**config.mk**
```make
export PLATFORM = sky130hd
export DESIGN_NAME = pfd_core
export DESIGN_NICKNAME = d
export VERILOG_FILES = /design/src/rtl/pfd_pkg.sv /design/src/rtl/pfd_edge.sv /design/src/rtl/pfd_flag.sv /design/src/rtl/pfd_clr_timer.sv /design/src/rtl/pfd_core.sv
export SDC_FILE = /design/constraint.sdc
export NUM_CORES = 1
export LEC_CHECK = 0
export ABC_AREA = 1
export ABC_CLOCK_PERIOD_IN_PS = 800
export BUFFER_PORTS_ARGS = -buffer_cell sky130_fd_sc_hd__buf_2
export CAP_MARGIN = 20
export CORE_AREA = 2 2 39 41
export DETAILED_ROUTE_END_ITERATION = 10
export DIE_AREA = 0 0 41 43
export SYNTH_ARGS = -nofsm -noshare
export SYNTH_HDL_FRONTEND = slang
export SYNTH_SLANG_ARGS = --single-unit
```
**constraint.sdc**
```tcl
create_clock -name clk -period 0.8 [get_ports clk]
set_input_delay 0.04 -clock clk [delete_from_list [all_inputs] [get_ports clk]]
set_output_delay 0.04 -clock clk [all_outputs]
set_load 0.01 [all_outputs]
```
**src/rtl/pfd_pkg.sv**
```systemverilog
package pfd_pkg;

  typedef struct packed {
    logic src;
    logic snk;
    logic oe;
  } pump_t;

  // Polarity mapping and float gating, kept as a function so the
  // mapping can be restated independently elsewhere.
  function automatic pump_t pump_map(input logic ref_f, input logic vco_f,
                                     input logic pol, input logic dis);
    pump_t p;
    p.src = dis ? 1'b0 : (pol ? vco_f : ref_f);
    p.snk = dis ? 1'b0 : (pol ? ref_f : vco_f);
    p.oe  = p.src ^ p.snk;
    return p;
  endfunction

endpackage

```
**src/rtl/pfd_edge.sv**
```systemverilog
module pfd_edge (
  input  logic clk,
  input  logic rst,
  input  logic sig_i,
  output logic rise_o
);
  logic prev_q;

  always_ff @(posedge clk) begin
    if (rst) prev_q <= 1'b0;
    else     prev_q <= sig_i;
  end

  assign rise_o = sig_i & ~prev_q & ~rst;

endmodule

```
**src/rtl/pfd_flag.sv**
```systemverilog
module pfd_flag (
  input  logic clk,
  input  logic rst,
  input  logic set_i,
  input  logic clr_i,
  output logic flag_o
);
  always_ff @(posedge clk) begin
    if (rst)        flag_o <= 1'b0;
    else if (set_i) flag_o <= 1'b1;
    else if (clr_i) flag_o <= 1'b0;
  end

  p_set_r2: assert property (@(posedge clk) disable iff (rst)
    set_i |=> flag_o);
  p_set_wins_r9: assert property (@(posedge clk) disable iff (rst)
    (set_i && clr_i) |=> flag_o);
  p_hold_r8: assert property (@(posedge clk) disable iff (rst)
    (!set_i && !clr_i && flag_o) |=> flag_o);

endmodule

```
**src/rtl/pfd_clr_timer.sv**
```systemverilog
module pfd_clr_timer #(
  parameter int RST_DLY = 2
) (
  input  logic clk,
  input  logic rst,
  input  logic both_i,
  output logic clr_o
);
  localparam int CW = (RST_DLY < 2) ? 1 : $clog2(RST_DLY);
  localparam logic [CW-1:0] LAST = CW'(RST_DLY - 1);

  logic [CW-1:0] cnt_q;

  assign clr_o = both_i && (cnt_q == LAST);

  always_ff @(posedge clk) begin
    if (rst || !both_i || clr_o) cnt_q <= '0;
    else                         cnt_q <= cnt_q + 1'b1;
  end

  p_clr_needs_both_r4: assert property (@(posedge clk) disable iff (rst)
    clr_o |-> both_i);
  p_no_early_clr_r4: assert property (@(posedge clk) disable iff (rst)
    (both_i && !clr_o) |=> (!both_i || cnt_q != '0));

endmodule

```
**src/rtl/pfd_core.sv**
```systemverilog
module pfd_core
  import pfd_pkg::*;
#(
  parameter int RST_DLY = 2
) (
  input  logic clk,
  input  logic rst,
  input  logic fv_i,
  input  logic fr_i,
  input  logic pol_i,
  input  logic dis_i,
  output logic src_o,
  output logic snk_o,
  output logic oe_o
);
  localparam int NCH = 2;   // channel 0: reference, channel 1: feedback

  logic [NCH-1:0] in_v;
  logic [NCH-1:0] rise_v;
  logic [NCH-1:0] flag_v;
  logic           both_w;
  logic           clr_w;
  pump_t          pump_w;

  assign in_v = {fv_i, fr_i};

  genvar g;
  generate
    for (g = 0; g < NCH; g++) begin : g_ch
      pfd_edge u_edge (
        .clk(clk), .rst(rst), .sig_i(in_v[g]), .rise_o(rise_v[g])
      );
      pfd_flag u_flag (
        .clk(clk), .rst(rst), .set_i(rise_v[g]), .clr_i(clr_w),
        .flag_o(flag_v[g])
      );
    end
  endgenerate

  assign both_w = &flag_v;

  pfd_clr_timer #(.RST_DLY(RST_DLY)) u_timer (
    .clk(clk), .rst(rst), .both_i(both_w), .clr_o(clr_w)
  );

  assign pump_w = pump_map(flag_v[0], flag_v[1], pol_i, dis_i);
  assign src_o  = pump_w.src;
  assign snk_o  = pump_w.snk;
  assign oe_o   = pump_w.oe;

  p_reset_r1: assert property (@(posedge clk)
    rst |=> (flag_v == '0));
  p_oe_one_r5: assert property (@(posedge clk) disable iff (rst)
    oe_o |-> $onehot({src_o, snk_o}));
  p_dis_float_r6: assert property (@(posedge clk) disable iff (rst)
    dis_i |-> (!oe_o && !src_o && !snk_o));
  p_pol_swap_r3: assert property (@(posedge clk) disable iff (rst)
    (pol_i && !dis_i && flag_v[0] && !flag_v[1]) |-> (snk_o && !src_o));
  p_clr_both_r4: assert property (@(posedge clk) disable iff (rst)
    (clr_w && rise_v == '0) |=> (flag_v == '0));

endmodule

```
== Word level (Yosys, flattened, before mapping) ==
Index checks and enable logic that the tools add are counted.

* Register bits: 5
* Input port bits: 6

* $add $sub $neg: 1
* Muxes and demuxes: 7
* Bitwise operators: 8
* Reductions and logical operators: 7

{| class="wikitable"
|+ Operators with widths
! kind !! count
|-
| 1-bit two-way mux || 7
|-
| 1-bit bitwise AND || 4
|-
| 2-bit nonzero test || 2
|-
| 1-bit NOT || 3
|-
| 1-bit logical OR || 2
|-
| 2-bit AND reduction || 1
|-
| 1-bit adder, second input constant || 1
|-
| 1-bit logical AND || 1
|-
| 1-bit logical NOT || 1
|-
| 1-bit XOR || 1
|}

== Longest topological paths before layout ==
Gate-level depths: netlist of run 1.

* Word-level depth: 4
* Gate-level depth with buffers: 4
* Depth with buffers taken out: 4

== Cells and area by module ==
A second synthesis of run 1 with hierarchy kept.

* Cells, all modules: 42
* Area total of the unflattened synthesis: 266.5 µm²

{| class="wikitable"
|+ Modules (own cells, without submodules)
! module !! times used !! cells an instance !! area each (µm²)
|-
| pfd_edge || 2 || 5 || 40.0
|-
| pfd_flag || 2 || 5 || 40.0
|-
| pfd_core || 1 || 16 || 65.1
|-
| pfd_clr_timer || 1 || 6 || 41.3
|}

== Worst setup path before layout of run 1 ==
OpenSTA, ideal clock, no wires.

* Path type: reg-to-output
* Start point: register g_ch[0].u_flag.flag_o
* End point: output snk_o
* Arrival time: 0.663 ns
* Data required time: 0.760 ns
* Path slack: 0.097 ns
* Stages on the path, launching flop included: 5
* Buffers on the path: 0
* Path through: dfxtp_1 inv_1 nand2_1 nand2_1 nor2_1

* Longest elaborated chain between the ends: 2

{| class="wikitable"
|+ Ends and longest elaborated chain
! what !! RTL line !! text
|-
| start, declared || pfd_flag.sv:6 || <nowiki>output logic flag_o</nowiki>
|-
| start signal, assigned || pfd_flag.sv:9 || <nowiki>if (rst) flag_o <= 1'b0;</nowiki>
|-
| start signal, assigned || pfd_flag.sv:10 || <nowiki>else if (set_i) flag_o <= 1'b1;</nowiki>
|-
| start signal, assigned || pfd_flag.sv:11 || <nowiki>else if (clr_i) flag_o <= 1'b0;</nowiki>
|-
| 1-bit two-way mux (2 in series) || pfd_pkg.sv:15 || <nowiki>p.snk = dis ? 1'b0 : (pol ? ref_f : vco_f);</nowiki>
|-
| end, declared || pfd_core.sv:13 || <nowiki>output logic snk_o,</nowiki>
|}

Every way passes these cells.

== Worst setup path after layout of run 1 ==
* Start point: register g_ch[0].u_flag.flag_o
* End point: output oe_o

* Longest elaborated chain between the ends: 3
* Elaborated cells on any way between the ends: 5

{| class="wikitable"
|+ Ends and longest elaborated chain
! what !! RTL line !! text
|-
| 1-bit two-way mux, on equally long branches (2 in series) || pfd_pkg.sv:14, pfd_pkg.sv:15 ||
|-
| 1-bit XOR * || pfd_pkg.sv:16 || <nowiki>p.oe = p.src ^ p.snk;</nowiki>
|-
| end, declared || pfd_core.sv:14 || <nowiki>output logic oe_o</nowiki>
|}

Mark *: on every way between the ends. The rest lies on a longest branch, timed or not.

==> results of run 1 <==
synthesized netlist by cell type (all sizes together):
cell type	count
nand2	12
inv	7
nor2	10
nand3	1
nor3	1
dfxtp	5
worst max-delay path, stage by stage (launching register included):
cell	delay, ps
dfxtp_4	350
nand2_1	90
nand2_1	50
nor2_1	70
buf_2	130
layer usage:
metal  up-vias  track usage, %
li1        128               -
met1        83           6.129
met2        12           5.625
met3         0           7.853
met4         0           2.000
met5         -               0
cells by family (layout without fill, tap and decap cells):
group	Yosys count	after routing	synth area share [%]
and+or+nand+nor	24	24	42.28
DFF	5	5	45.72
buffers and inverters	7	20	12.00
layout make-up:
cell class,count,area share [%]
clock buffer,4,8.140
sequential,5,33.33
multi-input combinational,24,29.46
tap,16,6.202
inverter,7,8.140
timing repair buffer,9,14.73
how the worst max path moves through the flow:
stage | slack [ps] | depth (start not counted) | to | start
detailed placement | 10 | 5 | snk_o | g_ch[0].u_flag.flag_o$_SDFFE_PP0P_
CTS | -180 | 5 | src_o | g_ch[1].u_flag.flag_o$_SDFFE_PP0P_
global placement | 20 | 5 | src_o | g_ch[1].u_flag.flag_o$_SDFFE_PP0P_
floorplan | 100 | 4 | snk_o | g_ch[0].u_flag.flag_o$_SDFFE_PP0P_
finish | -170 | 4 | oe_o | g_ch[0].u_flag.flag_o$_SDFFE_PP0P_
global route | -240 | 5 | snk_o | g_ch[0].u_flag.flag_o$_SDFFE_PP0P_
what timing repair did:
action,in CTS,in global routing
setup endpoints to repair,3,4
pin swaps,0,0
resized for setup,5,2
hold buffers,0,0
setup buffers,1,0
flip-flops by register name (all words and copies together) (netlist names):
register,count
g_ch.u_flag.flag_o,2
g_ch.u_edge.prev_q,2
u_timer.cnt_q,1
power breakdown:
part           internal [mW]  switching, mW  total, mW
sequential             0.268         0.0156      0.284
combinational         0.0445         0.0498     0.0943
clock                  0.188          0.100      0.288
total                  0.501          0.165      0.667
==> out/qor.yml, run 1 <==
sta:
  min_period_ps: 971.9
  final-hold-violation-count: 0
  worstMarginPinSlew_ps: 140.0
  fin_ws_ps: -171.9
  rsz0062_at_grt: "yes"
  relSlewSlack_pct: 90.60
  finalMaxSlewViolations: 0
  tns_ps: -507.2
  fin_crit_sh_pct: 121.5
  holdWs_ps: 24.00
  fmax_ghz: 1.029
  setup_viol: 3
  fin_skew_ps: 5.142
pwr:
  p_leak_nw: 0.1790
  peakVddDrop_mv: 0.5842
  p_per_area_mw_per_mm2: 2066
  totalPowerFinal_mw: 0.6668
place:
  place_area_um2: 279.0
  dp_hpwl_um: 288.1
  place_congestion: 0.5906
  pre_cts_slack_ps: 10.81
  io_buffers: 8
  dp_cells: 60
synth:
  syn_area_per_cell_um2: 6.082
  ys_ff_latch: 5
  syn_area_um2: 219.0
  synthCells: 36
  ys_types: 6
  synth.largest_area_cell: "dfxtp_1"
  yosysSeqAreaShare_pct: 45.71
  synth_top_area_share_pct: 45.71
  synth_nets: 42
  yosys-top-cells-area: "dfxtp_1 46%, nand2_1 21%, nor2_1 17%, inv_1 12%, nand3_1 2.3%"
  ys.warnings.count: 0
drt:
  drt-vias-per-instance: 3.431
  routed-wl-met2_um: 140
  routed_wl_um: 392
  drcViolationCount: 0
  routedWlPerCell_um: 6.031
  dr.pass1.iters: 4
  ant_nets: 0
  drt-initial-drc-count: 7
  highest_layer: "met3"
  vias: 223
  routedLengthMet1_um: 189
  wl_met3_um: 62
clocking:
  cts_root_buf: "clkbuf_4"
  cts_tree: "built"
  clockBufferDepth: 2
  clock_latency_ps: 240
  h-tree-depth: 1
  clock-sinks: 5
  cts_made_buffers: 3
  cts.clk_slew.worst_paths_ps: 40
layout:
  multiInputGateArea_um2: 95.09
  antenna_cells: 0
  fin_nets: 56
  area_growth_pct: 47.43
  n_fill_cell: 158
  final_cell_mix: "12 x nand2_1, 9 x nor2_1, 8 x buf_2"
  drive_gt1_share_pct: 34.69
  register_area_um2: 107.6
  final_common_cell: "nand2_1"
  final_cells: 65
  final_area_um2: 322.8
  final_util_pct: 23.33
grt:
  antenna_found_initial: 0
  grt_pass1_wl_um: 572
  first_global_vias: 158
  grtUsageTotal_pct: 5.528
  grt_max_degree: 6
  gr-total-overflow: 0
setup_path:
  worstSetupPathType: "flip-flop to primary output"
  reg2reg_setup_slack_ps: 50
  endpoint_kind: "primary output"
  reg2reg_depth: 5
  reg2reg_to: "g_ch[1].u_flag.flag_o$_SDFFE_PP0P_"
  r2r-start: "g_ch[1].u_flag.flag_o$_SDFFE_PP0P_"
  crit_arrival_ps: 930
  cp.required_ps: 760
  cp-start-kind: "flip-flop"
  crit_fanout: 5
die:
  dieArea_mm2: 0.001763
  floorplan.core_area_mm2: 0.001384
  initial_core_util_pct: 15.82
  io_pins: 9
  fp.dieW_um: 41
  num_rows: 14
  die_h_um: 43
job:
  drv_cap: 0
outcome:
  status: "finished, violations left"
  violations: "setup timing"
worst_hold_path:
  min_to: "g_ch[0].u_edge.prev_q$_SDFF_PP0_"
  hold_class: "primary input to flip-flop"
  worstHoldStart: "fr_i"
  min_path_cells: 3
(Power assumes the default switching activity.)
==> run 2, diff against run 1 <==
Settings changed: RECOVER_POWER set to 25, SLEW_MARGIN set to 10.
==> out/qor.yml, run 2 (synthesis results as in run 1) <==
grt:
  antenna_found_initial: 0  # unchanged
  gr-total-overflow: 0  # unchanged
  grt_pass1_wl_um: 572  # unchanged
  grtUsageTotal_pct: 5.528  # unchanged
  first_global_vias: 158  # unchanged
  grt_max_degree: 6  # unchanged
drt:
  wl_met3_um: 63  # +1.6%
  routedWlPerCell_um: 6.062  # +0.51%
  vias: 223  # unchanged
  highest_layer: "met3"
  dr.pass1.iters: 4  # unchanged
  routed_wl_um: 394  # +0.51%
  ant_nets: 0  # unchanged
  drt-vias-per-instance: 3.431  # unchanged
  routedLengthMet1_um: 190  # +0.53%
  routed-wl-met2_um: 140  # unchanged
  drcViolationCount: 0  # unchanged
  drt-initial-drc-count: 7  # unchanged
place:
  place_congestion: 0.5906  # unchanged
  dp_cells: 60  # unchanged
  dp_hpwl_um: 288.1  # unchanged
  io_buffers: 8  # unchanged
worst_hold_path:
  worstHoldStart: "fr_i"
  hold_class: "primary input to flip-flop"
setup_path:
  r2r-start: "g_ch[1].u_flag.flag_o$_SDFFE_PP0P_"
  crit_arrival_ps: 930  # about the same
  reg2reg_setup_slack_ps: 50  # about the same
  crit_start: "g_ch[0].u_flag.flag_o$_SDFFE_PP0P_"
  worstSetupPathType: "flip-flop to primary output"
  cp.required_ps: 760  # about the same
  endpoint_kind: "primary output"
  crit_fanout: 5  # unchanged
  cp-start-kind: "flip-flop"
sta:
  finalMaxSlewViolations: 0  # unchanged
  final-hold-violation-count: 0  # unchanged
  rsz0062_at_grt: "yes"
  fin_ws_ps: -171.9  # unchanged
  relSlewSlack_pct: 84.51  # -6.1 points
  fin_skew_ps: 5.144  # +0.001700 ps
  fin_crit_sh_pct: 121.5  # unchanged
  worstMarginPinSlew_ps: 232.4  # +92.39 ps
  min_period_ps: 971.9  # unchanged
  setup_viol: 3  # unchanged
  fmax_ghz: 1.029  # unchanged
clocking:
  clock_latency_ps: 240  # about the same
  clock-sinks: 5  # unchanged
  h-tree-depth: 1  # unchanged
  cts_tree: "built"
  hold_buffers: 0  # unchanged
  cts_made_buffers: 3  # unchanged
  clockBufferDepth: 2  # unchanged
  cts_root_buf: "clkbuf_4"
  cts.clk_slew.worst_paths_ps: 40  # about the same
layout:
  fin_nets: 56  # unchanged
  drive_gt1_share_pct: 32.65  # -2.0 points
  largest_registers: "g_ch.u_edge.prev_q x2, g_ch.u_flag.flag_o x2, u_timer.cnt_q x1"
  n_fill_cell: 158  # unchanged
  final_common_cell: "nand2_1"
  final_cell_mix: "12 x nand2_1, 9 x nor2_1, 7 x buf_2"
  area_growth_pct: 46.86
  final_cells: 65  # unchanged
  antenna_cells: 0  # unchanged
  final_util_pct: 23.24  # -0.090 points
outcome:
  status: "finished, violations left"
  violations: "setup timing"
die:
  floorplan.core_area_mm2: 0.001384  # unchanged
  io_pins: 9  # unchanged
  die_h_um: 43  # unchanged
  num_rows: 14  # unchanged
  dieArea_mm2: 0.001763  # unchanged
  initial_core_util_pct: 15.82  # unchanged
  fp.dieW_um: 41  # unchanged
pwr:
  p_leak_nw: 0.1763  # -1.5%
  p_per_area_mw_per_mm2: 2071  # +0.28%
  peakVddDrop_mv: 0.5842  # about the same
job:
  drv_cap: 0  # unchanged
==> run 2: path summary, 6_finish.rpt <==
| kind | to | cells after the start |
|---|---|---|
| hold reg to reg | u_timer.cnt_q$_SDFF_PP0_ | 1 |
| setup reg to reg | g_ch[1].u_flag.flag_o$_SDFFE_PP0P_ | 5 |
| hold / removal | g_ch[0].u_edge.prev_q$_SDFF_PP0_ | 3 |
| setup / recovery | oe_o | 4 |
==> run 2: layout make-up <==
class / count / area [µm²] / share of cell area [%]
Sequential cell: 5 / 107.6 / 33.46
Multi-Input combinational cell: 24 / 95.09 / 29.57
Timing Repair Buffer: 9 / 46.29 / 14.40
Clock buffer: 4 / 26.28 / 8.171
Inverter: 7 / 26.28 / 8.171
Tap cell: 16 / 20.02 / 6.226
==> run 2: metal layers <==
layer	global-route usage, %	vias to the layer above
met1	6.129	83
met4	2.000	0
li1	-	128
met2	5.625	12
met5	0	-
met3	7.853	0
==> run 2: per-stage QoR <==
stage / instance area, µm² / power [mW] / setup TNS (ps) / setup slack, ps / hold WS, ps
after floorplan: 219.0 / 0.3355 / 0 / 96.57 / 118.1
after global placement: 279.0 / 0.3701 / 0 / 19.77 / 268.6
after detailed placement: 279.0 / 0.3714 / 0 / 10.81 / 271.7
after CTS: 317.8 / 0.6792 / -546.6 / -184.3 / 17.67
after global routing: 321.6 / 0.7201 / -722.0 / -241.3 / 33.45
final: 321.6 / 0.6661 / -507.2 / -171.9 / 24.00
==> run 2: power breakdown <==
part	total (mW)	internal, mW	switching (mW)
registers	0.284	0.268	0.0156
clock network	0.288	0.188	0.100
logic	0.0936	0.0437	0.0498
total	0.666	0.501	0.165
==> run 2: critical path: stages, from the launching register on <==
cell,delay (ps)
dfxtp_4,350
nand2_1,90
nand2_1,50
nor2_1,70
buf_2,130
==> run 2: what timing repair did <==
action	CTS	global route
gates cloned	0	0
setup buffers	1	0
gates resized for setup	5	2
setup endpoints to repair	3	4
==> run 3, diff against run 2 <==
Settings changed: ABC_AREA 1 to unset.
==> out/qor.yml, run 3 <==
grt:
  antenna_found_initial: 0  # unchanged
  grt_pass1_wl_um: 593  # +3.7%
  gr-total-overflow: 0  # unchanged
  first_global_vias: 159  # +0.63%
  grtUsageTotal_pct: 5.734  # +0.21 points
  grt_max_degree: 7  # +1
pwr:
  clock_power_share_pct: 43.2  # about the same
  p_int_mw: 0.5151  # +2.9%
  peakVddDrop_mv: 0.6011  # +2.9%
  switching_power_mw: 0.1628  # -1.6%
  swShare_pct: 24.01  # -0.83 points
  p_per_area_mw_per_mm2: 2193  # +5.9%
  totalPowerFinal_mw: 0.6779  # +1.8%
  p_leak_nw: 0.1484  # -16%
  comb_power_share_pct: 14.6  # +0.6 points
  pwr-share-seq_pct: 42.2  # -0.4 points
drt:
  routedWlPerCell_um: 7.412  # +22%
  ant_nets: 0  # unchanged
  routed_wl_um: 378  # -4.1%
  dr.pass1.iters: 2  # -2
  drt-initial-drc-count: 8  # +1
  drt-vias-per-instance: 3.706  # +8.0%
  drcViolationCount: 0  # unchanged
  vias: 189  # -15%
setup_path:
  cp-start-kind: "flip-flop"
  crit_arrival_ps: 920  # about the same
  cp.required_ps: 760  # about the same
  worstSetupPathType: "flip-flop to primary output"
  endpoint_kind: "primary output"
  r2r-start: "g_ch[0].u_flag.flag_o$_SDFFE_PP0P_"
  crit_fanout: 6  # +1
  crit_start: "g_ch[1].u_flag.flag_o$_SDFFE_PP0P_"
sta:
  final-hold-violation-count: 0  # unchanged
  worstMarginPinSlew_ps: 132.1  # -100.3 ps
  min_period_ps: 960.6  # -11.29 ps
  relSlewSlack_pct: 90.94  # +6.4 points
  rsz0062_at_grt: "yes"
  fin_ws_ps: -160.6  # +11.29 ps
  fmax_ghz: 1.041  # +1.2%
  setup_viol: 4  # +1
  fin_crit_sh_pct: 120.1  # -1.4 points
  holdWs_ps: 24.92  # +0.9225 ps
  fin_skew_ps: 2.933  # -2.210 ps
  finalMaxSlewViolations: 0  # unchanged
synth:
  synth_nets: 28  # -33%
  asyncSetResetFlopFracSynth_pct: 0  # unchanged
  syn_area_per_cell_um2: 9.213  # +51%
  syn_area_um2: 202.7  # -7.4%
  ys_ff_latch: 5  # unchanged
  ys_types: 9  # +3
  ys.flop_type: "dfxtp_1"
  synthTopCellsByCount: "5 x dfxtp_1, 5 x nor2_1, 3 x nand2_1"
  synth_edf_count: 0  # unchanged
  yosys-top-cells-area: "dfxtp_1 49%, a32o_2 11%, mux2i_1 9.9%, nor2_1 9.3%, nor2b_1 6.2%"
  ys.warnings.count: 0  # unchanged
  yosysSeqAreaShare_pct: 49.38  # +3.7 points
  synth_top_area_share_pct: 49.38  # +3.7 points
  synthCells: 22  # -39%
  synth.largest_area_cell: "dfxtp_1"
outcome:
  status: "finished, violations left"
  violations: "setup timing"
clocking:
  clock-sinks: 5  # unchanged
  cts_made_buffers: 3  # unchanged
  cts.clk_slew.worst_paths_ps: 40  # about the same
  cts_tree: "built"
  hold_buffers: 0  # unchanged
  clock_latency_ps: 240  # about the same
  h-tree-depth: 1  # unchanged
  clockBufferDepth: 2  # unchanged
  cts_root_buf: "clkbuf_4"
die:
  dieArea_mm2: 0.001763  # unchanged
  io_pins: 9  # unchanged
  fp.dieW_um: 41  # unchanged
  floorplan.core_area_mm2: 0.001384  # unchanged
  die_h_um: 43  # unchanged
  initial_core_util_pct: 14.65  # -1.2 points
  num_rows: 14  # unchanged
layout:
  largest_registers: "g_ch.u_edge.prev_q x2, g_ch.u_flag.flag_o x2, u_timer.cnt_q x1"
  multiInputGateArea_um2: 101.3  # +6.6%
  final_cell_mix: "8 x buf_2, 5 x nor2_1, 3 x clkbuf_4"
  fin_nets: 42  # -25%
  n_fill_cell: 158  # unchanged
  register_area_um2: 106.4  # -1.2%
  final_common_cell: "buf_2"
  area_growth_pct: 52.47
  final_area_um2: 309.0  # -3.9%
  drive_gt1_share_pct: 51.43  # +19 points
  antenna_cells: 0  # unchanged
place:
  pre_cts_slack_ps: -40.85  # -51.66 ps
  dp_hpwl_um: 282.9  # -1.8%
  io_buffers: 8  # unchanged
  place_congestion: 0.6879  # +16%
  place_area_um2: 262.8  # -5.8%
worst_hold_path:
  worstHoldStart: "fr_i"
  hold_class: "primary input to flip-flop"
job:
  drv_cap: 0  # unchanged
## run 3: cell count changes after synthesis, sizes merged
cell and delta:
a32o +2, nand3 -1, mux2i +2, nor2b +2
nand2 -9, inv -6, xnor2 +1, nor2 -5
## run 3: power by group through the flow
stage                     sequential [mW]  combinational (mW)  clock, mW
after floorplan                     0.287              0.0506          0
after global placement              0.289              0.0846          0
after detailed placement            0.290              0.0864          0
after CTS                           0.286               0.100      0.303
after global routing                0.289               0.112      0.320
final                               0.286              0.0992      0.293
## run 3: per-stage QoR
step / std cells / utilization, % / setup TNS [ps]
after global placement: 46 / 18.99 / -61.63
after floorplan: 22 / - / -9.275
after CTS: 51 / 22.24 / -536.0
after global routing: 51 / 22.33 / -779.5
after detailed placement: 46 / 18.99 / -79.27
final: 51 / 22.33 / -491.2
## run 3: cells by family after synthesis
group / synth area share [%]
AOI/OAI and AO/OA: 11.11
xor gates and xnor gates: 4.322
buffers and inverters: 1.850
DFF: 49.38
muxes: 9.877
and+or+nand+nor: 23.45
## run 3: per-layer routing
| metal | vias up | GRT usage (%) | wire, µm |
|---|---|---|---|
| met1 | 78 | 6.796 | 184 |
| li1 | 100 | - | - |
| met2 | 11 | 5.625 | 135 |
| met5 | - | 0 | 0 |
| met3 | 0 | 4.712 | 58 |
| met4 | 0 | 6.000 | 0 |
## run 3: path summary, 6_finish.rpt
kind                                             end  slack (ps)  cells past startpoint
hold / removal    g_ch[0].u_flag.flag_o$_SDFFE_PP0P_          20                      2
setup reg to reg  g_ch[1].u_flag.flag_o$_SDFFE_PP0P_         -50                      3
hold reg to reg             u_timer.cnt_q$_SDFF_PP0_         430                      1
setup / recovery                                oe_o        -160                      3
## run 3: timing repair
item,CTS,global route
setup buffers,1,0
endpoints found under the hold margin,0,0
pin swaps,1,1
endpoints found under the setup margin,5,5
gates resized for setup,5,1
## run 3: area by class of cell
type / instances / area share [%]
Tap cell: 16 / 6.478
Clock buffer: 4 / 8.502
Sequential cell: 5 / 34.41
Multi-Input combinational cell: 16 / 32.79
Timing Repair Buffer: 9 / 16.60
Inverter: 1 / 1.215
## run 3: worst max-delay path: stages, from the launching register on
cell     delay [ps]
dfxtp_2         340
xnor2_1         160
nor2_1           50
buf_2           130
